==> src/rtl/clksrc_pkg.sv <==
package clksrc_pkg;

  localparam int FB_W  = 5;
  localparam int PRE_W = 2;

  typedef enum logic [1:0] {
    ST_PDN  = 2'b00,
    ST_STOP = 2'b01,
    ST_RUN  = 2'b10
  } op_state_e;

  typedef enum logic [1:0] {
    SRC_NONE = 2'd0,
    SRC_PA   = 2'd1,
    SRC_PLL  = 2'd2,
    SRC_REF  = 2'd3
  } src_e;

  typedef struct packed {
    src_e src;
    logic drive;
  } mode_dec_t;

  typedef struct packed {
    logic             valid;
    logic [FB_W-1:0]  fb;
    logic [PRE_W-1:0] pre;
  } mult_dec_t;

  // bit0/bit1/bit2 are the first/second/third select bits
  function automatic mode_dec_t decode_mode(input logic [2:0] m);
    mode_dec_t d;
    d.src   = SRC_NONE;
    d.drive = 1'b1;
    case (m)
      3'b000:         d.src = SRC_PA;
      3'b001:         d.src = SRC_PLL;
      3'b011:         d.src = SRC_REF;
      3'b010, 3'b110: d.drive = 1'b0;
      default:        d.src = SRC_NONE;
    endcase
    return d;
  endfunction

  function automatic mult_dec_t decode_mult(input logic [2:0] m);
    mult_dec_t d;
    d.valid = 1'b1;
    d.fb    = FB_W'(4);
    d.pre   = PRE_W'(1);
    case (m)
      3'b000: begin d.fb = FB_W'(4);  d.pre = PRE_W'(1); end
      3'b001: begin d.fb = FB_W'(9);  d.pre = PRE_W'(2); end
      3'b010: begin d.fb = FB_W'(6);  d.pre = PRE_W'(1); end
      3'b100: begin d.fb = FB_W'(8);  d.pre = PRE_W'(3); end
      3'b101: begin d.fb = FB_W'(16); d.pre = PRE_W'(3); end
      3'b110: begin d.fb = FB_W'(8);  d.pre = PRE_W'(1); end
      default: d.valid = 1'b0;
    endcase
    return d;
  endfunction

endpackage

==> src/rtl/clksrc_sync.sv <==
module clksrc_sync #(
  parameter int W      = 1,
  parameter int STAGES = 2
) (
  input  logic         clk,
  input  logic         rst,
  input  logic [W-1:0] d,
  output logic [W-1:0] q
);

  for (genvar g = 0; g < STAGES; g++) begin : g_st
    logic [W-1:0] r;
    if (g == 0) begin : g_first
      always_ff @(posedge clk) begin
        if (rst) r <= '0;
        else     r <= d;
      end
    end else begin : g_next
      always_ff @(posedge clk) begin
        if (rst) r <= '0;
        else     r <= g_st[g-1].r;
      end
    end
  end

  assign q = g_st[STAGES-1].r;

endmodule

==> src/rtl/clksrc_state_ctrl.sv <==
module clksrc_state_ctrl
  import clksrc_pkg::*;
#(
  parameter int GLITCH_CYC = 3,
  parameter int PHASE_CYC  = 20
) (
  input  logic       clk,
  input  logic       rst,
  input  logic       pd_n_s,
  input  logic       stop_n_s,
  input  logic [2:0] mode_s,
  output op_state_e  state,
  output logic [2:0] mode_q,
  output logic       glitchfree,
  output logic       settled
);

  localparam int PW = $clog2(PHASE_CYC + 1);

  op_state_e       st_next;
  logic [PW-1:0]   cnt, cnt_next;

  always_comb begin
    if (!pd_n_s)        st_next = ST_PDN;
    else if (!stop_n_s) st_next = ST_STOP;
    else                st_next = ST_RUN;

    if (st_next != ST_RUN || state != ST_RUN) cnt_next = '0;
    else if (cnt == PW'(PHASE_CYC))           cnt_next = cnt;
    else                                      cnt_next = cnt + 1'b1;
  end

  always_ff @(posedge clk) begin
    if (rst) begin
      state      <= ST_PDN;
      mode_q     <= 3'b000;
      cnt        <= '0;
      glitchfree <= 1'b0;
      settled    <= 1'b0;
    end else begin
      state      <= st_next;
      if (!pd_n_s) mode_q <= mode_s;
      cnt        <= cnt_next;
      glitchfree <= (st_next == ST_RUN) && (cnt_next >= PW'(GLITCH_CYC));
      settled    <= (st_next == ST_RUN) && (cnt_next >= PW'(PHASE_CYC));
    end
  end

endmodule

==> src/rtl/clksrc_mult_ctrl.sv <==
module clksrc_mult_ctrl
  import clksrc_pkg::*;
#(
  parameter int PWRUP_SETTLE_CYC = 750000,
  parameter int MULT_SETTLE_CYC  = 250000
) (
  input  logic             clk,
  input  logic             rst,
  input  logic             pd_n_s,
  input  logic [2:0]       mult_s,
  output logic [FB_W-1:0]  fb_div,
  output logic [PRE_W-1:0] pre_div,
  output logic             invalid,
  output logic             ready
);

  localparam int MAXC = (PWRUP_SETTLE_CYC > MULT_SETTLE_CYC) ? PWRUP_SETTLE_CYC : MULT_SETTLE_CYC;
  localparam int CW   = $clog2(MAXC + 1);

  mult_dec_t     dec;
  logic [2:0]    prev;
  logic [CW-1:0] cnt, cnt_next;
  logic          load;

  always_comb begin
    dec  = decode_mult(mult_s);
    load = !pd_n_s || (mult_s != prev);
    if (!pd_n_s)        cnt_next = CW'(PWRUP_SETTLE_CYC);
    else if (load)      cnt_next = CW'(MULT_SETTLE_CYC);
    else if (cnt != '0) cnt_next = cnt - 1'b1;
    else                cnt_next = cnt;
  end

  always_ff @(posedge clk) begin
    if (rst) begin
      prev    <= 3'b000;
      cnt     <= CW'(PWRUP_SETTLE_CYC);
      ready   <= 1'b0;
      fb_div  <= FB_W'(4);
      pre_div <= PRE_W'(1);
      invalid <= 1'b0;
    end else begin
      prev    <= mult_s;
      cnt     <= cnt_next;
      ready   <= !load && (cnt_next == '0);
      invalid <= !dec.valid;
      if (dec.valid) begin
        fb_div  <= dec.fb;
        pre_div <= dec.pre;
      end
    end
  end

endmodule

==> src/rtl/clksrc_out_drv.sv <==
module clksrc_out_drv
  import clksrc_pkg::*;
(
  input  logic       clk,
  input  logic       rst,
  input  op_state_e  state,
  input  logic [2:0] mode_q,
  input  logic       pa_clk,
  input  logic       pll_clk,
  input  logic       ref_clk,
  output logic       clk_p,
  output logic       clk_n,
  output logic       drv_en,
  output src_e       src_sel
);

  mode_dec_t md;
  logic      lvl;

  always_comb begin
    md = decode_mode(mode_q);
    case (md.src)
      SRC_PA:  lvl = pa_clk;
      SRC_PLL: lvl = pll_clk;
      SRC_REF: lvl = ref_clk;
      default: lvl = 1'b0;
    endcase
  end

  always_ff @(posedge clk) begin
    if (rst) begin
      clk_p   <= 1'b0;
      clk_n   <= 1'b0;
      drv_en  <= 1'b1;
      src_sel <= SRC_NONE;
    end else begin
      case (state)
        ST_RUN: begin
          drv_en  <= md.drive;
          src_sel <= md.drive ? md.src : SRC_NONE;
          if (md.drive && md.src != SRC_NONE) begin
            clk_p <= lvl;
            clk_n <= ~lvl;
          end else begin
            clk_p <= 1'b0;
            clk_n <= 1'b0;
          end
        end
        ST_STOP: begin
          drv_en  <= 1'b0;
          src_sel <= SRC_NONE;
          clk_p   <= 1'b0;
          clk_n   <= 1'b0;
        end
        default: begin
          drv_en  <= 1'b1;
          src_sel <= SRC_NONE;
          clk_p   <= 1'b0;
          clk_n   <= 1'b0;
        end
      endcase
    end
  end

endmodule

==> src/rtl/clksrc_mode_ctrl.sv <==
module clksrc_mode_ctrl
  import clksrc_pkg::*;
#(
  parameter int SYNC_STAGES      = 2,
  parameter int PWRUP_SETTLE_CYC = 750000,
  parameter int MULT_SETTLE_CYC  = 250000,
  parameter int GLITCH_CYC       = 3,
  parameter int PHASE_CYC        = 20
) (
  input  logic             clk,
  input  logic             rst,
  input  logic             pwrdn_n,
  input  logic             stop_n,
  input  logic [2:0]       mode_sel,
  input  logic [2:0]       mult_sel,
  input  logic             pa_clk,
  input  logic             pll_clk,
  input  logic             ref_clk,
  output logic [1:0]       op_state,
  output logic [1:0]       src_sel,
  output logic             clk_p,
  output logic             clk_n,
  output logic             drv_en,
  output logic [FB_W-1:0]  fb_div,
  output logic [PRE_W-1:0] pre_div,
  output logic             cfg_invalid,
  output logic             mult_ready,
  output logic             out_glitchfree,
  output logic             phase_settled
);

  localparam int CTL_W = 8;

  logic [CTL_W-1:0] ctl_raw, ctl_s;
  logic             pd_n_s, stop_n_s;
  logic [2:0]       mode_s, mult_s;
  logic [2:0]       mode_cur;
  op_state_e        state;
  src_e             src;

  assign ctl_raw  = {mult_sel, mode_sel, stop_n, pwrdn_n};
  assign pd_n_s   = ctl_s[0];
  assign stop_n_s = ctl_s[1];
  assign mode_s   = ctl_s[4:2];
  assign mult_s   = ctl_s[7:5];

  clksrc_sync #(.W(CTL_W), .STAGES(SYNC_STAGES)) u_sync (
    .clk (clk),
    .rst (rst),
    .d   (ctl_raw),
    .q   (ctl_s)
  );

  clksrc_state_ctrl #(.GLITCH_CYC(GLITCH_CYC), .PHASE_CYC(PHASE_CYC)) u_state (
    .clk        (clk),
    .rst        (rst),
    .pd_n_s     (pd_n_s),
    .stop_n_s   (stop_n_s),
    .mode_s     (mode_s),
    .state      (state),
    .mode_q     (mode_cur),
    .glitchfree (out_glitchfree),
    .settled    (phase_settled)
  );

  clksrc_mult_ctrl #(
    .PWRUP_SETTLE_CYC (PWRUP_SETTLE_CYC),
    .MULT_SETTLE_CYC  (MULT_SETTLE_CYC)
  ) u_mult (
    .clk     (clk),
    .rst     (rst),
    .pd_n_s  (pd_n_s),
    .mult_s  (mult_s),
    .fb_div  (fb_div),
    .pre_div (pre_div),
    .invalid (cfg_invalid),
    .ready   (mult_ready)
  );

  clksrc_out_drv u_out (
    .clk     (clk),
    .rst     (rst),
    .state   (state),
    .mode_q  (mode_cur),
    .pa_clk  (pa_clk),
    .pll_clk (pll_clk),
    .ref_clk (ref_clk),
    .clk_p   (clk_p),
    .clk_n   (clk_n),
    .drv_en  (drv_en),
    .src_sel (src)
  );

  assign op_state = state;
  assign src_sel  = src;

endmodule

==> config.mk <==
export PLATFORM = sky130hd
export DESIGN_NAME = clksrc_mode_ctrl
export DESIGN_NICKNAME = d
export VERILOG_FILES = /design/src/rtl/clksrc_pkg.sv /design/src/rtl/clksrc_sync.sv /design/src/rtl/clksrc_state_ctrl.sv /design/src/rtl/clksrc_mult_ctrl.sv /design/src/rtl/clksrc_out_drv.sv /design/src/rtl/clksrc_mode_ctrl.sv
export SDC_FILE = /design/constraint.sdc
export NUM_CORES = 1
export LEC_CHECK = 0
export ABC_AREA = 1
export BUFFER_PORTS_ARGS = -buffer_cell sky130_fd_sc_hd__buf_2
export CAP_MARGIN = 20
export CORE_UTILIZATION = 50
export CTS_CLUSTER_SIZE = 25
export DETAILED_ROUTE_END_ITERATION = 6
export PLACE_DENSITY_LB_ADDON = 0.08
export SYNTH_ARGS = -nofsm -noshare
export SYNTH_HDL_FRONTEND = slang
export SYNTH_SLANG_ARGS = --single-unit
==> constraint.sdc <==
create_clock -name clk -period 2.4 [get_ports clk]
set_input_delay 0.12 -clock clk [delete_from_list [all_inputs] [get_ports clk]]
set_output_delay 0.12 -clock clk [all_outputs]
set_load 0.01 [all_outputs]
==> results of run 1 <==
## sequential cells by signal, indices dropped and copies added, names as in the netlist
name                cells
u_out.clk_n             1
u_state.glitchfree      1
u_mult.fb_div           5
u_state.state           2
u_state.mode_q          3
u_sync.g_st.r           8
u_out.src_sel           2
u_mult.ready            1
u_out.clk_p             1
u_mult.cnt             20
u_sync.q                8
u_out.drv_en            1
u_mult.pre_div          2
u_state.settled         1
u_state.cnt             5
u_mult.prev             3
u_mult.invalid          1
## metal layers
metal  global-route usage  vias up  part of all wire
met1                0.260     1078              0.47
met3               0.0400       15             0.046
met5                    0        -                 0
met2                0.346       65              0.46
li1                     -     1304                 -
met4                0.130        0             0.027
## critical path: stages, from the launching register on
cell and delay (ps):
dfxtp_1 330, nor2_1 290, inv_1 70, nor2_1 190, nand3_2 300, o21ai_0 220, nand2_1 80, nor2_1 140
nand3_1 110, nor3_2 140
## area by class of cell
type                    instances  area share
flip-flops and latches         65       0.392
inverters                      63      0.0720
repair buffers                 39      0.0716
multi-input cells             258       0.387
clock buffers                   9      0.0373
clock inverters                 7      0.0136
well taps                      72      0.0271
## timing repair
item / in CTS / in global routing
hold endpoints to repair: 8 / 0
hold buffers: 8 / 0
resized for setup: 0 / 0
## power by group
group / switching (W) / internal, W
Clock: 0.000425 / 0.000371
Sequential: 0.0000140 / 0.00110
Combinational: 0.0000710 / 0.0000461
Total: 0.000510 / 0.00152
## worst min-delay path by stage
stage | cells after the start | slack [ps] | start | end
6_report | 4 | 120 | ref_clk | u_out.clk_n
3_3_place_gp | 3 | 320 | mode_sel[1] | u_sync.g_st[0].r[3]
5_1_grt | 4 | 130 | ref_clk | u_out.clk_n
2_1_floorplan | 2 | 230 | pwrdn_n | u_sync.g_st[0].r[0]
4_1_cts | 4 | 110 | ref_clk | u_out.clk_n
3_5_place_dp | 3 | 330 | pwrdn_n | u_sync.g_st[0].r[0]
## layout by cell type (no fill, tap or decap), types with 2 or more instances in the layout
master,Yosys,final
inv_2,3,3
nor3_2,3,3
xor2_1,9,9
a31oi_1,2,2
a21oi_1,8,8
dlygate4sd3_1,0,8
nand3_1,28,28
clkinv_2,0,4
nor2_2,5,5
buf_2,0,30
nor2_4,2,2
o21a_1,2,2
clkbuf_8,0,9
nand2_2,2,2
dfxtp_1,65,65
nand4_1,10,10
inv_1,59,59
nand3b_1,3,3
nand3_2,2,2
nand2_1,71,71
xnor2_1,3,3
o21ai_0,13,13
nor3_1,3,3
ha_1,4,4
nor2_1,82,82
## cells by family after synthesis
group / after synthesis / share of synthesized area
compound gates: 29 / 0.0598
buf+inv: 70 / 0.0978
simple gates: 213 / 0.334
fa+ha+maj: 4 / 0.0175
flops: 65 / 0.454
xor+xnor: 12 / 0.0367
## through the flow
stage / instance area (um2) / setup slack [ps] / hold WS [ps] / cells / total power, W
after floorplan: 2870 / 865 / 227 / 393 / 0.00122
after global placement: 3070 / 550 / 321 / 489 / 0.00125
after detailed placement: 3070 / 546 / 326 / 489 / 0.00125
after CTS: 3320 / 522 / 105 / 513 / 0.00205
after global routing: 3320 / 316 / 130 / 513 / 0.00212
final: 3320 / 473 / 119 / 513 / 0.00203
==> impl_metrics.toml, run 1 <==
[placement]
dp_hpwl_mm = 4.39
gp_congestion = 0.896
portBuffers = 30

[yosys]
synth_top_cell_area_share = 0.454
ys_seq_area_frac = 0.454
ys_warn_count = 0
synth.area.top_cells = "dfxtp_1, nor2_1, nand2_1"
synth_common_cells = "nor2_1, nand2_1, dfxtp_1, inv_1, nand3_1"
synth_edf_count = 0
syn_avg_cell_area_um2 = 7.29
syn-num-nets = 410
ys_ff_latch = 65
synth-async-reset-ratio = 0
synth_cell_types = 31
netlist_instances = 393
syn-cell-area_um2 = 2870
synth_ff_type = "dfxtp_1"
synth_top_area_cell = "dfxtp_1"
yosysMostFrequentCell = "nor2_1"

[routing]
wl_mm = 5.86
first_pass_iters = 4
avgRoutedWirePerCell_um = 11.4
vias = 2462
ant_nets = 0
via_per_inst = 4.80
drc = 0
drt-initial-drc-count = 120

[power]
power_density_nw_per_um2 = 612
ir_drop_v = 0.000434
leakage_nw = 1.52

[grt]
grt_pass1_vias = 2279
grt_usage = 0.213
gr-total-overflow = 0
grt_max_degree = 26
grt_antenna_before_repair = 0
grt_pass1_wl_mm = 9.89

[clocking]
cts_sinks = 65
clockRootBuffer = "clkbuf_8"
cts_buffer_depth = 2
cts_tree = "yes"
cts.clk_slew.worst_paths_ps = 70
htreeDepth = 3
cts_buffers = 9
cts_setup_buffers = 0
worstSkewPairLatency_ps = 340

[worst_setup_path]
cp.arrival_ps = 2200
required_ps = 2670
r2r_start = "u_mult.cnt[16]"
reg2reg_to = "u_mult.ready"
worstSetupPathType = "reg2reg"
startpoint = "u_mult.cnt[16]"
ff2ff_path_depth = 9
setup.worst_path.end = "u_mult.ready"
rrSetupSlack_ps = 470
startpoint_type = "register"
crit_fanout = 14
critPathCaptureType = "register"

[floorplan]
dieWidth_um = 77.7
die_y_um = 77.7
initial_core_util = 0.520
pin_count = 31
core_area_um2 = 5510
dieArea_um2 = 6040
rows = 27

[layout]
nets = 453
regArea_um2 = 1300
antennaDiodeCount = 0
fill_cells = 510
syn_to_final_growth_pct = 15.9
multiInputGateArea_um2 = 1280
utilization = 0.603
drive_gt1_frac = 0.156

[status]
status = "complete, no violations"

[timing]
clock_skew_ps = 8.49
final-hold-violation-count = 0
rsz0062_at_grt = "false"
worstMarginPinSlew_ps = 462
setup_viol = 0
fmax_mhz = 519
setup-tns-final_ps = 0
post-route-min-period_ps = 1930
max_slew_margin = 0.692
drv_slew = 0
finalCritPeriodShare = 0.803

[job]
cap_violations = 0

[min_path]
hold_path_class = "in2reg"
Power figures use the tool's default switching activity.
==> run 2: changes to the inputs <==
Settings changed: ABC_AREA 1 to 0.
Clock period 2.4 ns to 1.66 ns, I/O delays scaled along.
==> run 2 against run 1 <==
Net effect: the flow now finishes with violations (negative setup slack); critical path type unchanged; fmax fell by 17%; final cell count fell by 5.1%; first-iteration DRC count rose by 44%; non-clock buffer count rose by 85; synthesized area fell by 5.6%; sequential share of layout area fell by 7.4 points; highest routed layer unchanged; sequential power rose by 44%; sequential cell count did not move.
==> impl_metrics.toml, run 2 <==
[floorplan]
core_area_um2 = 5170
initial_core_util = 0.523
pin_count = 31
dieWidth_um = 75.5
die_y_um = 75.5
rows = 26
dieArea_um2 = 5710

[grt]
grt_max_degree = 29
grt_usage = 0.255
grt_antenna_before_repair = 0
grt_pass1_wl_mm = 10.5
gr-total-overflow = 0
grt_pass1_vias = 2333

[timing]
drv_slew = 0
worst_slack_ps = -674
setup_viol = 21
post-route-min-period_ps = 2330
fmax_mhz = 429
max_slew_margin = 0.718
final-hold-violation-count = 0
clock_skew_ps = 7.20
setup-tns-final_ps = -8490
worstMarginPinSlew_ps = 423
finalCritPeriodShare = 1.41
rsz0062_at_grt = "true"

[routing]
drt-initial-drc-count = 173
drc = 0
ant_nets = 0
vias = 2590
avgRoutedWirePerCell_um = 15.7
first_pass_iters = 4
wl_mm = 7.65
via_per_inst = 5.32

[worst_setup_path]
cp.arrival_ps = 2570
r2r_start = "u_mult.cnt[1]"
crit_fanout = 3
worstSetupPathType = "reg2reg"
ff2ff_path_depth = 9
startpoint = "u_mult.cnt[1]"
critPathCaptureType = "register"
required_ps = 1900
startpoint_type = "register"

[power]
leakage_nw = 1.69
power_density_nw_per_um2 = 761
power.total_w = 0.00312
ir_drop_v = 0.000702

[status]
status = "complete, but fails checks"
violations = "negative setup slack"

[layout]
final_cell_mix = "buf_4, dfxtp_1, buf_2, nor2_1, nor2b_1"
syn_to_final_growth_pct = 51.9
largest_reg_flops = 20
max_flop_register = "u_mult.cnt"
nets = 430
drive_gt1_frac = 0.420
antennaDiodeCount = 0
mostFrequentLayoutCell = "buf_4"

[placement]
gp_congestion = 0.902
portBuffers = 30
place_ws_ps = -580
dp_hpwl_mm = 4.42

[yosys]
synth-async-reset-ratio = 0
syn-cell-area_um2 = 2700
syn-num-nets = 307
ys_seq_area_frac = 0.481
synth_common_cells = "dfxtp_1, nor2_1, nor2b_1, nand2_1, a21oi_1"
synth_top_area_cell = "dfxtp_1"
ys_ff_latch = 65
synth_cell_types = 52
ys_warn_count = 0
syn_avg_cell_area_um2 = 9.32
synth.area.top_cells = "dfxtp_1, nor2b_1, nor2_1"
netlist_instances = 290
synth_edf_count = 0
synth_ff_type = "dfxtp_1"
synth_top_cell_area_share = 0.481
yosysMostFrequentCell = "dfxtp_1"

[clocking]
cts.clk_slew.worst_paths_ps = 70
cts_buffers = 9
cts_sinks = 65
cts_tree = "yes"
htreeDepth = 3
clockRootBuffer = "clkbuf_8"
worstSkewPairLatency_ps = 340
cts_buffer_depth = 2

[min_path]
hold_path_class = "in2reg"
hp-start = "rst"
whs_path_depth = 3

[job]
cap_violations = 0
==> run 2: cell types whose count changed after synthesis, sizes merged, moves of 5 or more <==
cell / before / now
or4: 0 / 5
and2: 0 / 5
nand4: 10 / 3
inv: 63 / 8
nand2: 73 / 16
a21oi: 9 / 14
xnor2: 3 / 9
nand3: 30 / 6
clkbuf: 3 / 9
nor2: 90 / 31
nor4: 0 / 5
nor2b: 0 / 25
==> run 2: area by class of cell <==
class | instances | area [um2]
Timing Repair Buffer | 124 | 931
Clock inverter | 1 | 7.51
Sequential cell | 65 | 1310
Multi-Input combinational cell | 205 | 1560
Tap cell | 70 | 87.6
Clock buffer | 14 | 184
Inverter | 8 | 32.5
Fill cell | 327 | 1060
==> run 2: routing by layer <==
metal,track usage,routed length (um)
met1,0.310,3400
met5,0,0
met2,0.405,3640
met4,0.154,284
met3,0.0675,333
==> run 2: logic make-up (layout without fill, tap and decap cells) <==
logic type      Yosys count  count (layout)  share of synthesized area
compound gates           52              52                      0.126
xor+xnor                 16              16                     0.0518
fa+ha+maj                 4               4                     0.0185
buf+inv                  20             147                     0.0315
flops                    65              65                      0.481
mux                       4               4                     0.0148
simple gates            129             129                      0.276
==> run 2: timing repair <==
item,4_1_cts,5_1_grt
pin swaps,19,5
endpoints found under the hold margin,9,0
setup buffers,15,5
endpoints found under the setup margin,21,21
hold buffers,9,0
gates resized for setup,41,21
==> run 2: power by group <==
part	leakage, nW	switching [W]	internal (W)
sequential	0.531	0.0000192	0.00159
combinational	1.06	0.000106	0.000126
clock	0.0939	0.000571	0.000708
total	1.69	0.000696	0.00243
==> run 2: worst paths after layout <==
path	to	slack [ps]
hold / removal	u_mult.cnt[13]	40
hold reg to reg	u_state.state[0]	400
setup / recovery	u_mult.ready	-670
setup reg to reg	u_mult.ready	-670
==> run 2: per-stage QoR <==
stage	util	hold slack (ps)	std cells	instance area, um2
CTS	0.774	36.9	486	4000
finish	0.794	42.7	487	4110
detailed placement	0.666	299	449	3450
global route	0.794	37.5	487	4110
floorplan	-	211	290	2740
global placement	0.666	289	449	3450
==> run 2: critical path, stage by stage (launching register included) <==
cell and delay, ps:
dfxtp_2 340, inv_2 90, ha_4 130, or4b_4 480
buf_6 150, nor2_4 140, a31oi_4 120, nor4_1 320
o2111ai_1 220, nor4_2 260
==> run 3: changes to the inputs <==
Settings changed: SETUP_SLACK_MARGIN set to 0.5.
==> run 3 against run 2 <==
Net effect: the run still ends with negative setup slack left; critical endpoint unchanged; combinational power decreased by 3%; fmax rose by 3.5%; register-to-register slack improved by 80 ps.
==> impl_metrics.toml, run 3 (synthesized netlist as in run 2, its figures left out) <==
[worst_setup_path]
required_ps = 1920
critPathCaptureType = "register"
cp.arrival_ps = 2510
worstSetupPathType = "reg2reg"
startpoint_type = "register"
crit_fanout = 4

[clocking]
htreeDepth = 3
worstSkewPairLatency_ps = 340
cts_tree = "yes"
cts_buffers = 9
cts.clk_slew.worst_paths_ps = 70
cts_buffer_depth = 2
cts_sinks = 65
clockRootBuffer = "clkbuf_8"

[status]
status = "complete, but fails checks"
violations = "negative setup slack"

[floorplan]
die_y_um = 75.5
dieWidth_um = 75.5
dieArea_um2 = 5710
pin_count = 31
initial_core_util = 0.523
rows = 26
core_area_um2 = 5170

[timing]
final-hold-violation-count = 0
drv_slew = 0
whs_ps = 98.1
worst_slack_ps = -594
setup-tns-final_ps = -6300
post-route-min-period_ps = 2250
fmax_mhz = 444
rsz0062_at_grt = "true"
setup_viol = 21
finalCritPeriodShare = 1.36
clock_skew_ps = 10.5
max_slew_margin = 0.768
worstMarginPinSlew_ps = 344

[layout]
mostFrequentLayoutCell = "buf_4"
antennaDiodeCount = 0
final_cell_mix = "buf_4, dfxtp_1, buf_2, nor2_1, nor2b_1"
postLayoutCellArea_um2 = 4100
nets = 422
max_flop_register = "u_mult.cnt"
fill_cells = 322
drive_gt1_frac = 0.444
multiInputGateArea_um2 = 1600
syn_to_final_growth_pct = 51.5
largest_reg_flops = 20
utilization = 0.792
regArea_um2 = 1320

[routing]
avgRoutedWirePerCell_um = 14.0
first_pass_iters = 4
drc = 0
wl_mm = 6.72
vias = 2450
drt-initial-drc-count = 113
via_per_inst = 5.10
ant_nets = 0

[grt]
grt_antenna_before_repair = 0
grt_pass1_wl_mm = 10.1
grt_max_degree = 29
grt_pass1_vias = 2286
grt_usage = 0.246
gr-total-overflow = 0

[power]
power.total_w = 0.00312
leakage_nw = 1.64
ir_drop_v = 0.000680
power_density_nw_per_um2 = 763

[min_path]
hold_path_class = "in2reg"

[placement]
place_area_um2 = 3410
portBuffers = 30
dp_hpwl_mm = 4.39
gp_congestion = 0.993

[job]
cap_violations = 0
run 3: cell count changes in the layout (fill, tap and decap cells not counted), moves of 3 or more:
| cell | change |
|---|---|
| buf_4 | -8 |
| a21oi_2 | +4 |
| nand3_1 | -3 |
| o21ai_2 | -3 |
| o21ai_0 | +4 |
| dfxtp_1 | -4 |
run 3: power by group:
part | internal, W | switching (W)
registers | 0.00159 | 0.0000188
logic | 0.000123 | 0.000100
clock network | 0.000692 | 0.000600
total | 0.00240 | 0.000719
run 3: through the flow:
stage / std cells / setup slack [ps]
after detailed placement: 437 / -579
after CTS: 476 / -535
after floorplan: 290 / -461
final: 480 / -594
after global routing: 480 / -640
after global placement: 437 / -517
run 3: worst paths after layout:
check                                         to  slack [ps]  cells after the start           from
worst max-delay path                u_mult.ready        -590                      8  u_mult.cnt[0]
worst min-delay path            u_state.state[1]         100                      3            rst
worst max register to register      u_mult.ready        -590                      8  u_mult.cnt[0]
worst min register to register  u_state.state[0]         410                      1    u_sync.q[1]
run 3: final cells by class:
cell class / instances / area share
Clock buffer: 11 / 0.0321
Clock inverter: 5 / 0.0137
Inverter: 8 / 0.00855
Multi-Input combinational cell: 205 / 0.390
Sequential cell: 65 / 0.321
Tap cell: 70 / 0.0214
Timing Repair Buffer: 116 / 0.213
run 3: per-layer routing:
layer	GRT usage	wire [um]
met5	0	0
met4	0.136	161
met3	0.0701	338
met2	0.395	3250
met1	0.298	2970
run 3: worst max-delay path: stages (launching register included):
cell,delay [ps]
dfxtp_4,360
inv_4,70
ha_4,110
or4b_4,500
nor2_4,170
a31oi_4,120
nor4_1,370
o2111ai_1,210
nor4_2,280
run 3: repair_timing:
action / in CTS / in global routing
hold buffers: 9 / 0
setup endpoints to repair: 28 / 31
setup buffers: 14 / 4
endpoints found under the hold margin: 9 / 0
pin swaps: 8 / 5
gates resized for setup: 38 / 24
